[src/rtl/irq_entry_pkg.sv]
package irq_entry_pkg;

   typedef enum logic [2:0] {
      SEQ_IDLE,
      SEQ_CHECK,
      SEQ_PUSH,
      SEQ_VEC,
      SEQ_LOAD
   } seq_state_e;

   localparam int unsigned VEC_BYTES = 3;

endpackage

[src/rtl/irq_ctx_pick.sv]
module irq_ctx_pick #(
   parameter int unsigned PS_W   = 16,
   parameter int unsigned PC_W   = 16,
   parameter int unsigned BANK_W = 8,
   parameter int unsigned ACC_W  = 32,
   parameter int unsigned IDX_W  = 4
) (
   input  logic [PS_W-1:0]   ps,
   input  logic [PC_W-1:0]   pc,
   input  logic [BANK_W-1:0] pcb,
   input  logic [BANK_W-1:0] dtb,
   input  logic [BANK_W-1:0] adb,
   input  logic [BANK_W-1:0] dpr,
   input  logic [ACC_W-1:0]  acc,
   input  logic [IDX_W-1:0]  idx,
   output logic [7:0]        byte_o
);

   localparam int unsigned CTX_W     = PS_W + PC_W + 4 * BANK_W + ACC_W;
   localparam int unsigned CTX_BYTES = CTX_W / 8;

   if ((CTX_W % 8) != 0) begin : g_bad_width
      $error("context width must be a whole number of bytes");
   end
   if ((1 << IDX_W) < CTX_BYTES) begin : g_bad_idx
      $error("index too narrow for the context");
   end

   logic [CTX_W-1:0] flat;
   logic [7:0]       slot [CTX_BYTES];

   assign flat = {ps, pc, pcb, dtb, adb, dpr, acc};

   // slot 0 is the first byte pushed: the most significant byte of the status word
   for (genvar g = 0; g < CTX_BYTES; g++) begin : g_slot
      assign slot[g] = flat[CTX_W-1-8*g -: 8];
   end

   always_comb begin
      byte_o = '0;
      for (int i = 0; i < CTX_BYTES; i++) begin
         if (idx == IDX_W'(i)) byte_o = slot[i];
      end
   end

endmodule

[src/rtl/irq_vec_addr.sv]
module irq_vec_addr #(
   parameter int unsigned ADDR_W     = 24,
   parameter int unsigned NUM_W      = 8,
   parameter int unsigned TABLE_SPAN = 1024
) (
   input  logic [NUM_W-1:0]  num,
   input  logic [1:0]        idx,
   output logic [ADDR_W-1:0] addr
);

   localparam logic [ADDR_W-1:0] ALL_ONES = '1;
   localparam logic [ADDR_W-1:0] VEC_TOP  = ALL_ONES - ADDR_W'(3);

   if ((NUM_W + 2) > ADDR_W) begin : g_bad_num
      $error("interrupt number too wide for the address");
   end
   if ((4 * (1 << NUM_W)) > TABLE_SPAN) begin : g_bad_span
      $error("vector table span cannot hold every interrupt number");
   end

   logic [ADDR_W-1:0] slot_off;
   logic [ADDR_W-1:0] base;

   assign slot_off = ADDR_W'({num, 2'b00});
   assign base     = VEC_TOP - slot_off;
   assign addr     = base + ADDR_W'(idx);

endmodule

[src/rtl/irq_vec_collect.sv]
module irq_vec_collect #(
   parameter int unsigned PC_W   = 16,
   parameter int unsigned BANK_W = 8,
   parameter int unsigned RD_LAT = 1
) (
   input  logic              clk,
   input  logic              rst_n,
   input  logic              rd_en,
   input  logic [1:0]        rd_idx,
   input  logic [7:0]        rd_data,
   output logic [PC_W-1:0]   pc_o,
   output logic [BANK_W-1:0] pcb_o
);

   logic       cap_en;
   logic [1:0] cap_idx;

   if (RD_LAT == 0) begin : g_comb_rd
      assign cap_en  = rd_en;
      assign cap_idx = rd_idx;
   end else begin : g_reg_rd
      logic       en_q;
      logic [1:0] idx_q;
      always_ff @(posedge clk) begin
         if (!rst_n) begin
            en_q  <= 1'b0;
            idx_q <= '0;
         end else begin
            en_q  <= rd_en;
            idx_q <= rd_idx;
         end
      end
      assign cap_en  = en_q;
      assign cap_idx = idx_q;
   end

   logic [7:0] vb [3];

   always_ff @(posedge clk) begin
      if (!rst_n) begin
         for (int i = 0; i < 3; i++) vb[i] <= '0;
      end else if (cap_en && cap_idx != 2'd3) begin
         vb[cap_idx] <= rd_data;
      end
   end

   assign pc_o  = {vb[1], vb[0]};
   assign pcb_o = vb[2];

endmodule

[src/rtl/irq_entry_seq.sv]
module irq_entry_seq
   import irq_entry_pkg::*;
#(
   parameter int unsigned NUM_W      = 8,
   parameter int unsigned LVL_W      = 3,
   parameter int unsigned PS_W       = 16,
   parameter int unsigned PC_W       = 16,
   parameter int unsigned BANK_W     = 8,
   parameter int unsigned ACC_W      = 32,
   parameter int unsigned RD_LAT     = 1,
   parameter int unsigned TABLE_SPAN = 1024
) (
   input  logic                     clk,
   input  logic                     rst_n,
   input  logic                     irq_valid,
   input  logic [NUM_W-1:0]         irq_num,
   input  logic [LVL_W-1:0]         irq_level,
   input  logic                     irq_svc_sel,
   input  logic                     insn_done,
   input  logic [PS_W-1:0]          reg_ps,
   input  logic [PC_W-1:0]          reg_pc,
   input  logic [BANK_W-1:0]        reg_pcb,
   input  logic [BANK_W-1:0]        reg_dtb,
   input  logic [BANK_W-1:0]        reg_adb,
   input  logic [BANK_W-1:0]        reg_dpr,
   input  logic [ACC_W-1:0]         reg_acc,
   input  logic [BANK_W-1:0]        reg_ssb,
   input  logic [PC_W-1:0]          reg_ssp,
   output logic                     mem_we,
   output logic                     mem_re,
   output logic [BANK_W+PC_W-1:0]   mem_addr,
   output logic [7:0]               mem_wdata,
   input  logic [7:0]               mem_rdata,
   output logic                     busy,
   output logic                     done,
   output logic                     alt_take,
   output logic [PC_W-1:0]          new_pc,
   output logic [BANK_W-1:0]        new_pcb,
   output logic [LVL_W-1:0]         new_ilm,
   output logic [PC_W-1:0]          new_ssp
);

   localparam int unsigned ADDR_W    = BANK_W + PC_W;
   localparam int unsigned CTX_BYTES = (PS_W + PC_W + 4 * BANK_W + ACC_W) / 8;
   localparam int unsigned VEC_CYC   = VEC_BYTES + RD_LAT;
   localparam int unsigned CNT_MAX   = (CTX_BYTES > VEC_CYC) ? CTX_BYTES : VEC_CYC;
   localparam int unsigned CNT_W     = $clog2(CNT_MAX + 1);

   if (PC_W != 16 || BANK_W != 8) begin : g_bad_vec
      $error("a three-byte vector needs a 16-bit counter and an 8-bit bank");
   end
   if (RD_LAT > 1) begin : g_bad_lat
      $error("read latency must be 0 or 1");
   end
   if ((PS_W % 8) != 0 || (ACC_W % 8) != 0) begin : g_bad_ctx
      $error("status and accumulator widths must be whole bytes");
   end
   if (LVL_W == 0 || NUM_W == 0) begin : g_bad_req
      $error("request fields must be at least one bit wide");
   end

   seq_state_e         state;
   logic [CNT_W-1:0]   cnt;
   logic [NUM_W-1:0]   num_q;
   logic [LVL_W-1:0]   lvl_q;
   logic               sel_q;
   logic [PS_W-1:0]    ps_q;
   logic [PC_W-1:0]    pc_q;
   logic [BANK_W-1:0]  pcb_q, dtb_q, adb_q, dpr_q, ssb_q;
   logic [ACC_W-1:0]   acc_q;
   logic [PC_W-1:0]    ssp_q;

   logic               take;
   logic               push_last, vec_last;

   assign take      = (state == SEQ_IDLE) && irq_valid && insn_done;
   assign push_last = (cnt == CNT_W'(CTX_BYTES - 1));
   assign vec_last  = (cnt == CNT_W'(VEC_CYC - 1));

   // sequencing
   always_ff @(posedge clk) begin
      if (!rst_n) begin
         state <= SEQ_IDLE;
         cnt   <= '0;
      end else begin
         unique case (state)
            SEQ_IDLE: begin
               cnt <= '0;
               if (take) state <= SEQ_CHECK;
            end
            SEQ_CHECK: begin
               cnt   <= '0;
               state <= sel_q ? SEQ_IDLE : SEQ_PUSH;
            end
            SEQ_PUSH: begin
               if (push_last) begin
                  cnt   <= '0;
                  state <= SEQ_VEC;
               end else begin
                  cnt <= cnt + 1'b1;
               end
            end
            SEQ_VEC: begin
               if (vec_last) begin
                  cnt   <= '0;
                  state <= SEQ_LOAD;
               end else begin
                  cnt <= cnt + 1'b1;
               end
            end
            SEQ_LOAD: begin
               cnt   <= '0;
               state <= SEQ_IDLE;
            end
            default: state <= SEQ_IDLE;
         endcase
      end
   end

   // snapshot of request and register file at acceptance
   always_ff @(posedge clk) begin
      if (!rst_n) begin
         num_q <= '0;
         lvl_q <= '0;
         sel_q <= 1'b0;
         ps_q  <= '0;
         pc_q  <= '0;
         pcb_q <= '0;
         dtb_q <= '0;
         adb_q <= '0;
         dpr_q <= '0;
         acc_q <= '0;
         ssb_q <= '0;
         ssp_q <= '0;
      end else if (take) begin
         num_q <= irq_num;
         lvl_q <= irq_level;
         sel_q <= irq_svc_sel;
         ps_q  <= reg_ps;
         pc_q  <= reg_pc;
         pcb_q <= reg_pcb;
         dtb_q <= reg_dtb;
         adb_q <= reg_adb;
         dpr_q <= reg_dpr;
         acc_q <= reg_acc;
         ssb_q <= reg_ssb;
         ssp_q <= reg_ssp;
      end
   end

   logic [7:0]        push_byte;
   logic [ADDR_W-1:0] vec_addr;
   logic [PC_W-1:0]   push_sp;
   logic              vec_rd;

   irq_ctx_pick #(
      .PS_W  (PS_W),
      .PC_W  (PC_W),
      .BANK_W(BANK_W),
      .ACC_W (ACC_W),
      .IDX_W (CNT_W)
   ) u_pick (
      .ps    (ps_q),
      .pc    (pc_q),
      .pcb   (pcb_q),
      .dtb   (dtb_q),
      .adb   (adb_q),
      .dpr   (dpr_q),
      .acc   (acc_q),
      .idx   (cnt),
      .byte_o(push_byte)
   );

   irq_vec_addr #(
      .ADDR_W    (ADDR_W),
      .NUM_W     (NUM_W),
      .TABLE_SPAN(TABLE_SPAN)
   ) u_vaddr (
      .num (num_q),
      .idx (cnt[1:0]),
      .addr(vec_addr)
   );

   irq_vec_collect #(
      .PC_W  (PC_W),
      .BANK_W(BANK_W),
      .RD_LAT(RD_LAT)
   ) u_collect (
      .clk    (clk),
      .rst_n  (rst_n),
      .rd_en  (vec_rd),
      .rd_idx (cnt[1:0]),
      .rd_data(mem_rdata),
      .pc_o   (new_pc),
      .pcb_o  (new_pcb)
   );

   // pre-decremented stack address: write k uses SSP - k
   assign push_sp = ssp_q - (PC_W'(cnt) + PC_W'(1));
   assign vec_rd  = (state == SEQ_VEC) && (cnt < CNT_W'(VEC_BYTES));

   always_comb begin
      mem_we    = (state == SEQ_PUSH);
      mem_re    = vec_rd;
      mem_wdata = push_byte;
      mem_addr  = mem_we ? {ssb_q, push_sp} : vec_addr;
   end

   assign busy     = (state != SEQ_IDLE);
   assign done     = (state == SEQ_LOAD);
   assign alt_take = (state == SEQ_CHECK) && sel_q;
   assign new_ilm  = lvl_q;
   assign new_ssp  = ssp_q - PC_W'(CTX_BYTES);

endmodule

[config.mk]
export PLATFORM = sky130hd
export DESIGN_NAME = irq_entry_seq
export DESIGN_NICKNAME = d
export VERILOG_FILES = /design/src/rtl/irq_entry_pkg.sv /design/src/rtl/irq_ctx_pick.sv /design/src/rtl/irq_vec_addr.sv /design/src/rtl/irq_vec_collect.sv /design/src/rtl/irq_entry_seq.sv
export SDC_FILE = /design/constraint.sdc
export NUM_CORES = 1
export LEC_CHECK = 0
export CAP_MARGIN = 10
export CORE_ASPECT_RATIO = 2
export CORE_MARGIN = 2
export CORE_UTILIZATION = 64
export CTS_CLUSTER_DIAMETER = 200
export DETAILED_ROUTE_END_ITERATION = 10
export DONT_BUFFER_PORTS = 1
export GPL_TIMING_DRIVEN = 0
export PLACE_DENSITY = 0.8
export SLEW_MARGIN = 25
export SYNTH_ARGS = -nofsm -noshare
export SYNTH_HDL_FRONTEND = slang
export SYNTH_HIERARCHICAL = 1
export SYNTH_SLANG_ARGS = --single-unit
[constraint.sdc]
create_clock -name clk -period 3.3 [get_ports clk]
set_clock_uncertainty 0.2 [all_clocks]
set_input_delay 0.825 -clock clk [delete_from_list [all_inputs] [get_ports clk]]
set_output_delay 0.825 -clock clk [all_outputs]
set_load 0.1 [all_outputs]
=== Word level (Yosys, flattened, before mapping) ===
Memory sizes are Yosys's and may differ from the RTL's.
Index checks and enable logic that the tools add are counted.
Widths: inputs -> output; s select.

* Flip-flop bits (word level): 142
* Latch bits: 0
* RAM bits: 24
* ROM bits: 0
* Bits of input ports: 144
* Output and inout port bits: 80
* Word-level logic and storage cells: 83
* Memories kept: 1

{| class="wikitable"
|+ Memories
! name !! words !! bits a word !! rd ports !! clocked after Yosys merged registers in !! write ports !! RTL line !! source
|-
| u_collect.vb || 3 || 8 || 3 || 0 || 3 || irq_vec_collect.sv:37 || <nowiki>logic [7:0] vb [3];</nowiki>
|}

* Add/sub/neg operators: 6
* Multiply operators: 0
* Div/mod/pow operators: 0
* Order comparisons: 1
* Eq/ne operators: 19
* Shift operators: 0
* Multiplexer cells: 28
* Bitwise operators: 0
* Reductions and logical operators: 12

{| class="wikitable"
|+ Operators with widths
! operator !! number
|-
| $mux 8 || 13
|-
| $add 24x2->24 || 1
|-
| $mux 24 || 1
|-
| $eq 4x3->1 const B || 4
|-
| $eq 4x4->1 const B || 4
|-
| $sub 16x4->16 const B || 1
|-
| $sub 16x5->16 || 1
|-
| $pmux 3 s4 || 1
|-
| $pmux 4 s3 || 1
|-
| $sub 3x11->12 const A || 1
|-
| $mux 3 || 3
|-
| $eq 4x2->1 const B || 2
|-
| $mux 4 || 2
|-
| $reduce_or 8->1 || 1
|-
| $eq 3x2->1 const B || 2
|-
| $ne 2x2->1 const B || 3
|-
| $reduce_bool 3->1 || 2
|-
| $add 4x1->5 const B || 1
|-
| $logic_and 1x1->1 || 5
|-
| $mux 1 || 5
|-
| $add 4x1->4 const B || 1
|-
| $eq 4x1->1 const B || 1
|-
| $logic_not 4->1 || 1
|-
| $lt 4x2->1 const B || 1
|-
| other kinds (7) || 8
|}

=== Depth between registers and ports, before layout ===
* Word-level depth: 13
* Gate-level depth with buffers: 8
* Depth with buffers taken out: 8

=== Cells and area by module ===
The synthesis kept the hierarchy.

{| class="wikitable"
|+ Modules (own cells, without submodules)
! module !! times used !! cells an instance !! area each (um2) !! sequential area each (um2)
|-
| irq_entry_seq || 1 || 779 || 6108.4 || 2782.7
|-
| irq_ctx_pick || 1 || 146 || 1026.0 || 0.0
|-
| irq_vec_collect || 1 || 74 || 1004.7 || 780.7
|-
| irq_vec_addr || 1 || 25 || 153.9 || 0.0
|}

=== Least setup slack after synthesis ===
OpenSTA, ideal clock, no wires.

* Path type: flip-flop to output port
* From: register state[0]
* To: output port mem_re
* Arrival time: 3676 ps
* Required time: 2275 ps
* Setup slack: -1401 ps
* Stages on the path, launching flop included: 5
* Path buffers: 1
* Path through: dfxtp_1 -> clkbuf_1 -> nor2b_1 -> nand2_1 -> nor4_1

* Word-level cells in the longest chain between the ends: 2

{| class="wikitable"
|+ Ends and longest elaborated chain
! element !! RTL line !! source
|-
| start, declared || irq_entry_seq.sv:62 || <nowiki>seq_state_e state;</nowiki>
|-
| start signal, assigned || irq_entry_seq.sv:93 || <nowiki>state <= sel_q ? SEQ_IDLE : SEQ_PUSH;</nowiki>
|-
| $eq 3x2->1 || irq_entry_seq.sv:200 || <nowiki>assign vec_rd = (state == SEQ_VEC) && (cnt < CNT_W'(VEC_BYTES));</nowiki>
|-
| $logic_and 1x1->1 || irq_entry_seq.sv:200 ||
|-
| end, declared || irq_entry_seq.sv:30 || <nowiki>output logic mem_re,</nowiki>
|}

Every way passes these cells.

=== Final worst setup path ===
* From: register ssp_q[9]
* To: output port mem_addr[13]

* Word-level cells in the longest chain between the ends: 2

{| class="wikitable"
|+ Ends and longest elaborated chain
! element !! RTL line !! source
|-
| start, declared || irq_entry_seq.sv:71 || <nowiki>logic [PC_W-1:0] ssp_q;</nowiki>
|-
| start signal, assigned || irq_entry_seq.sv:147 || <nowiki>ssp_q <= reg_ssp;</nowiki>
|-
| $sub 16x5->16 || irq_entry_seq.sv:199 || <nowiki>assign push_sp = ssp_q - (PC_W'(cnt) + PC_W'(1));</nowiki>
|-
| $mux 24 || irq_entry_seq.sv:206 || <nowiki>mem_addr = mem_we ? {ssb_q, push_sp} : vec_addr;</nowiki>
|-
| end, declared || irq_entry_seq.sv:31 || <nowiki>output logic [BANK_W+PC_W-1:0] mem_addr,</nowiki>
|}

Every way passes these cells.

==> flow_metrics.py <==
metrics = {
    "outcome": {
        "status": "finished, violations left",
        "violations": "setup timing",
    },
    "placement": {
        "gp_congestion": 0.938,
        "hpwlAfterDp_mm": 18.6,
        "portBuffers": 0,
        "dp_cells": 1189,
    },
    "finish": {
        "syn_to_final_growth_pct": 34.3,
        "nets": 1256,
        "drive_gt1_share_pct": 26.8,
        "diodes": 0,
        "n_fill_cell": 589,
        "utilization_pct": 88.2,
        "instances_no_fill": 1268,
    },
    "drt": {
        "drt_wl_total_mm": 35.7,
        "dr.pass1.iters": 6,
        "drtAntennaViolNets": 0,
        "vias": 8853,
        "first_iter_violations": 1142,
        "wire_per_inst_um": 28.1,
        "via_per_inst": 6.98,
        "drc": 0,
    },
    "critical_path": {
        "crit_end": "mem_addr[13]",
        "path_class": "register to output port",
        "critPathMaxFanout": 4,
        "r2r_end": "num_q[5]",
        "r2r_setup_slack_ns": -0.36,
        "reg2reg_depth": 7,
        "crit_path_start": "ssp_q[9]",
        "worstSetupEndpointType": "output port",
        "start_kind": "register",
        "reg2reg_from": "state[0]",
        "arrival_ns": 2.93,
        "cp.required_ns": 2.27,
    },
    "die": {
        "die_x_um": 84.5,
        "start_util_pct": 65.7,
        "core_area_sq_um": 12600,
        "die_h_um": 165,
        "rows": 58,
        "dieArea_sq_um": 13900,
        "num_io_pins": 224,
    },
    "synthesis": {
        "ys_seq_area_share_pct": 43.0,
        "syn_avg_cell_area_sq_um": 8.10,
        "netlist_area_sq_um": 8290,
        "synthArstFlopShare_pct": 0,
        "synth_cells": 1024,
        "synth_edf_count": 24,
        "ys_ff_latch": 166,
        "synthDistinctLibCells": 64,
        "synthMostInstantiatedCell": "nand2_1",
        "yosysTopAreaCell": "dfxtp_1",
        "synth_flop_cell": "dfxtp_1",
        "synthTopCellsByCount": "nand2_1 (330), dfxtp_1 (142), a21boi_1 (88)",
        "netlist.area_leader.share_pct": 34.3,
        "yosysWarningCount": 6,
        "yosys-top-cells-area": "dfxtp_1 (34%), nand2_1 (15%), edfxtp_1 (8.7%), a21boi_1 (8.0%), a21boi_0 (4.3%)",
    },
    "sta": {
        "tns_ns": -10.72,
        "drv_slew": 0,
        "relSlewSlack_pct": 24.3,
        "rsz0062_at_grt": "true",
        "tightest_slew_ns": 1.14,
        "hold_violations": 0,
        "finalCriticalPeriod_ns": 3.95,
        "holdWs_ns": 0.252,
        "period_share_pct": 120,
        "setup_viol": 47,
        "fmax_mhz": 253,
        "fin_ws_ns": -0.655,
    },
    "clock_network": {
        "clock_sinks": 166,
        "root_buffer": "clkbuf_16",
        "cts_htree_levels": 4,
        "cts_tree": "built",
        "numCtsBuffers": 17,
        "postCtsHoldBufs": 0,
        "insertion_delay_ns": 0.43,
        "path_clk_slew_ns": 0.07,
        "clk_path_buf_depth": 2,
    },
    "power": {
        "finalPower_uw": 5880,
        "p_leak_uw": 0.00404,
        "ir_drop_uv": 487,
        "powerDensity_nw_per_um2": 528,
    },
    "worst_hold_path": {
        "hp-class": "register to register",
        "hold_start": "acc_q[22]",
    },
    "global_routing": {
        "antenna_found_initial": 0,
        "grt_overflow": 0,
        "first_global_vias": 8044,
        "grt_usage_pct": 39.8,
        "grt_pass1_wl_mm": 42.2,
        "grt_max_degree": 19,
    },
    "job": {
        "max_cap_violations": 0,
    },
}
==> critical path, cell delays in order (launching register included) <==
cell	delay, ns
dfxtp_4	0.38
or4_4	0.51
or4_4	0.52
or4_4	0.45
a31oi_4	0.62
==> area by class of cell <==
cell class | instances | area, sq um | area share [%]
multi-input combinational | 751 | 5380 | 48.3
sequential | 166 | 3610 | 32.4
timing repair buffer | 58 | 667 | 5.99
buffer | 89 | 592 | 5.31
clock buffer | 17 | 425 | 3.82
tap | 150 | 188 | 1.69
clock inverter | 15 | 179 | 1.61
inverter | 22 | 92.6 | 0.831
==> worst min path at each step <==
stage	endpoint	slack (ns)	cells after the start
finish	acc_q[22]	0.25	2
CTS	acc_q[22]	0.25	2
floorplan	acc_q[22]	0.23	2
detailed placement	acc_q[22]	0.24	2
global placement	dpr_q[4]	0.24	2
global route	adb_q[0]	0.27	2
==> through the flow <==
stage / setup WS, ns / instance area [sq um]
2_1_floorplan: -0.396 / 8760
3_3_place_gp: -0.445 / 8950
3_5_place_dp: -0.486 / 9090
4_1_cts: -0.767 / 10600
5_1_grt: -0.674 / 11100
6_report: -0.655 / 11100
==> sequential cells by signal, indices dropped and copies added (netlist names), 16 cells and up <==
name          cells
ssp_q            16
ps_q             16
acc_q            32
u_collect/vb     24
pc_q             16
==> layout by cell type, fill, tap and decap left out, types with 7 or more instances in the layout <==
cell type / instances
inv_6: 8
dfxtp_2: 9
o21ai_0: 12
or4_4: 9
nand2_4: 7
edfxtp_1: 24
clkbuf_1: 46
dfxtp_1: 124
o21ai_2: 9
buf_6: 29
inv_1: 15
nand2_1: 310
a21boi_0: 45
nand2_2: 9
clkbuf_16: 20
nor2_1: 39
o21ai_4: 11
a31oi_4: 7
buf_4: 44
conb_1: 14
mux2i_1: 9
dfxtp_4: 9
xnor2_4: 7
a21boi_1: 90
nand3_1: 10
buf_12: 9
o21ai_1: 10
==> logic make-up after synthesis <==
logic type	Yosys count	share of synthesized area (%)
AO/OA/AOI/OAI	234	19.7
adder cells (fa/ha/maj)	7	1.15
AND/OR/NAND/NOR	456	23.2
other	1	0.0452
multiplexers	22	3.74
buffers and inverters	120	7.21
flip-flops	166	43.0
XOR/XNOR	18	1.90
==> routing by layer <==
metal	share of wire, %	track usage, %	vias to the layer above
met5	0	0	-
met4	13	32.3	0
met3	11	8.10	384
met2	48	72.0	866
met1	28	37.9	4018
li1	-	-	3585
==> power breakdown <==
group	internal (uW)	total, uW	switching (uW)
combinational	428	1490	1060
sequential	2140	2320	180
clock	1090	2080	987
total	3650	5880	2230
==> repair_timing <==
item                                    4_1_cts  5_1_grt
endpoints found under the setup margin      123       41
gates resized for setup                     159       93
buffers inserted                             31       24
pin swaps                                    56       64
gates cloned                                  0        3
Power figures use the tool's default switching activity.
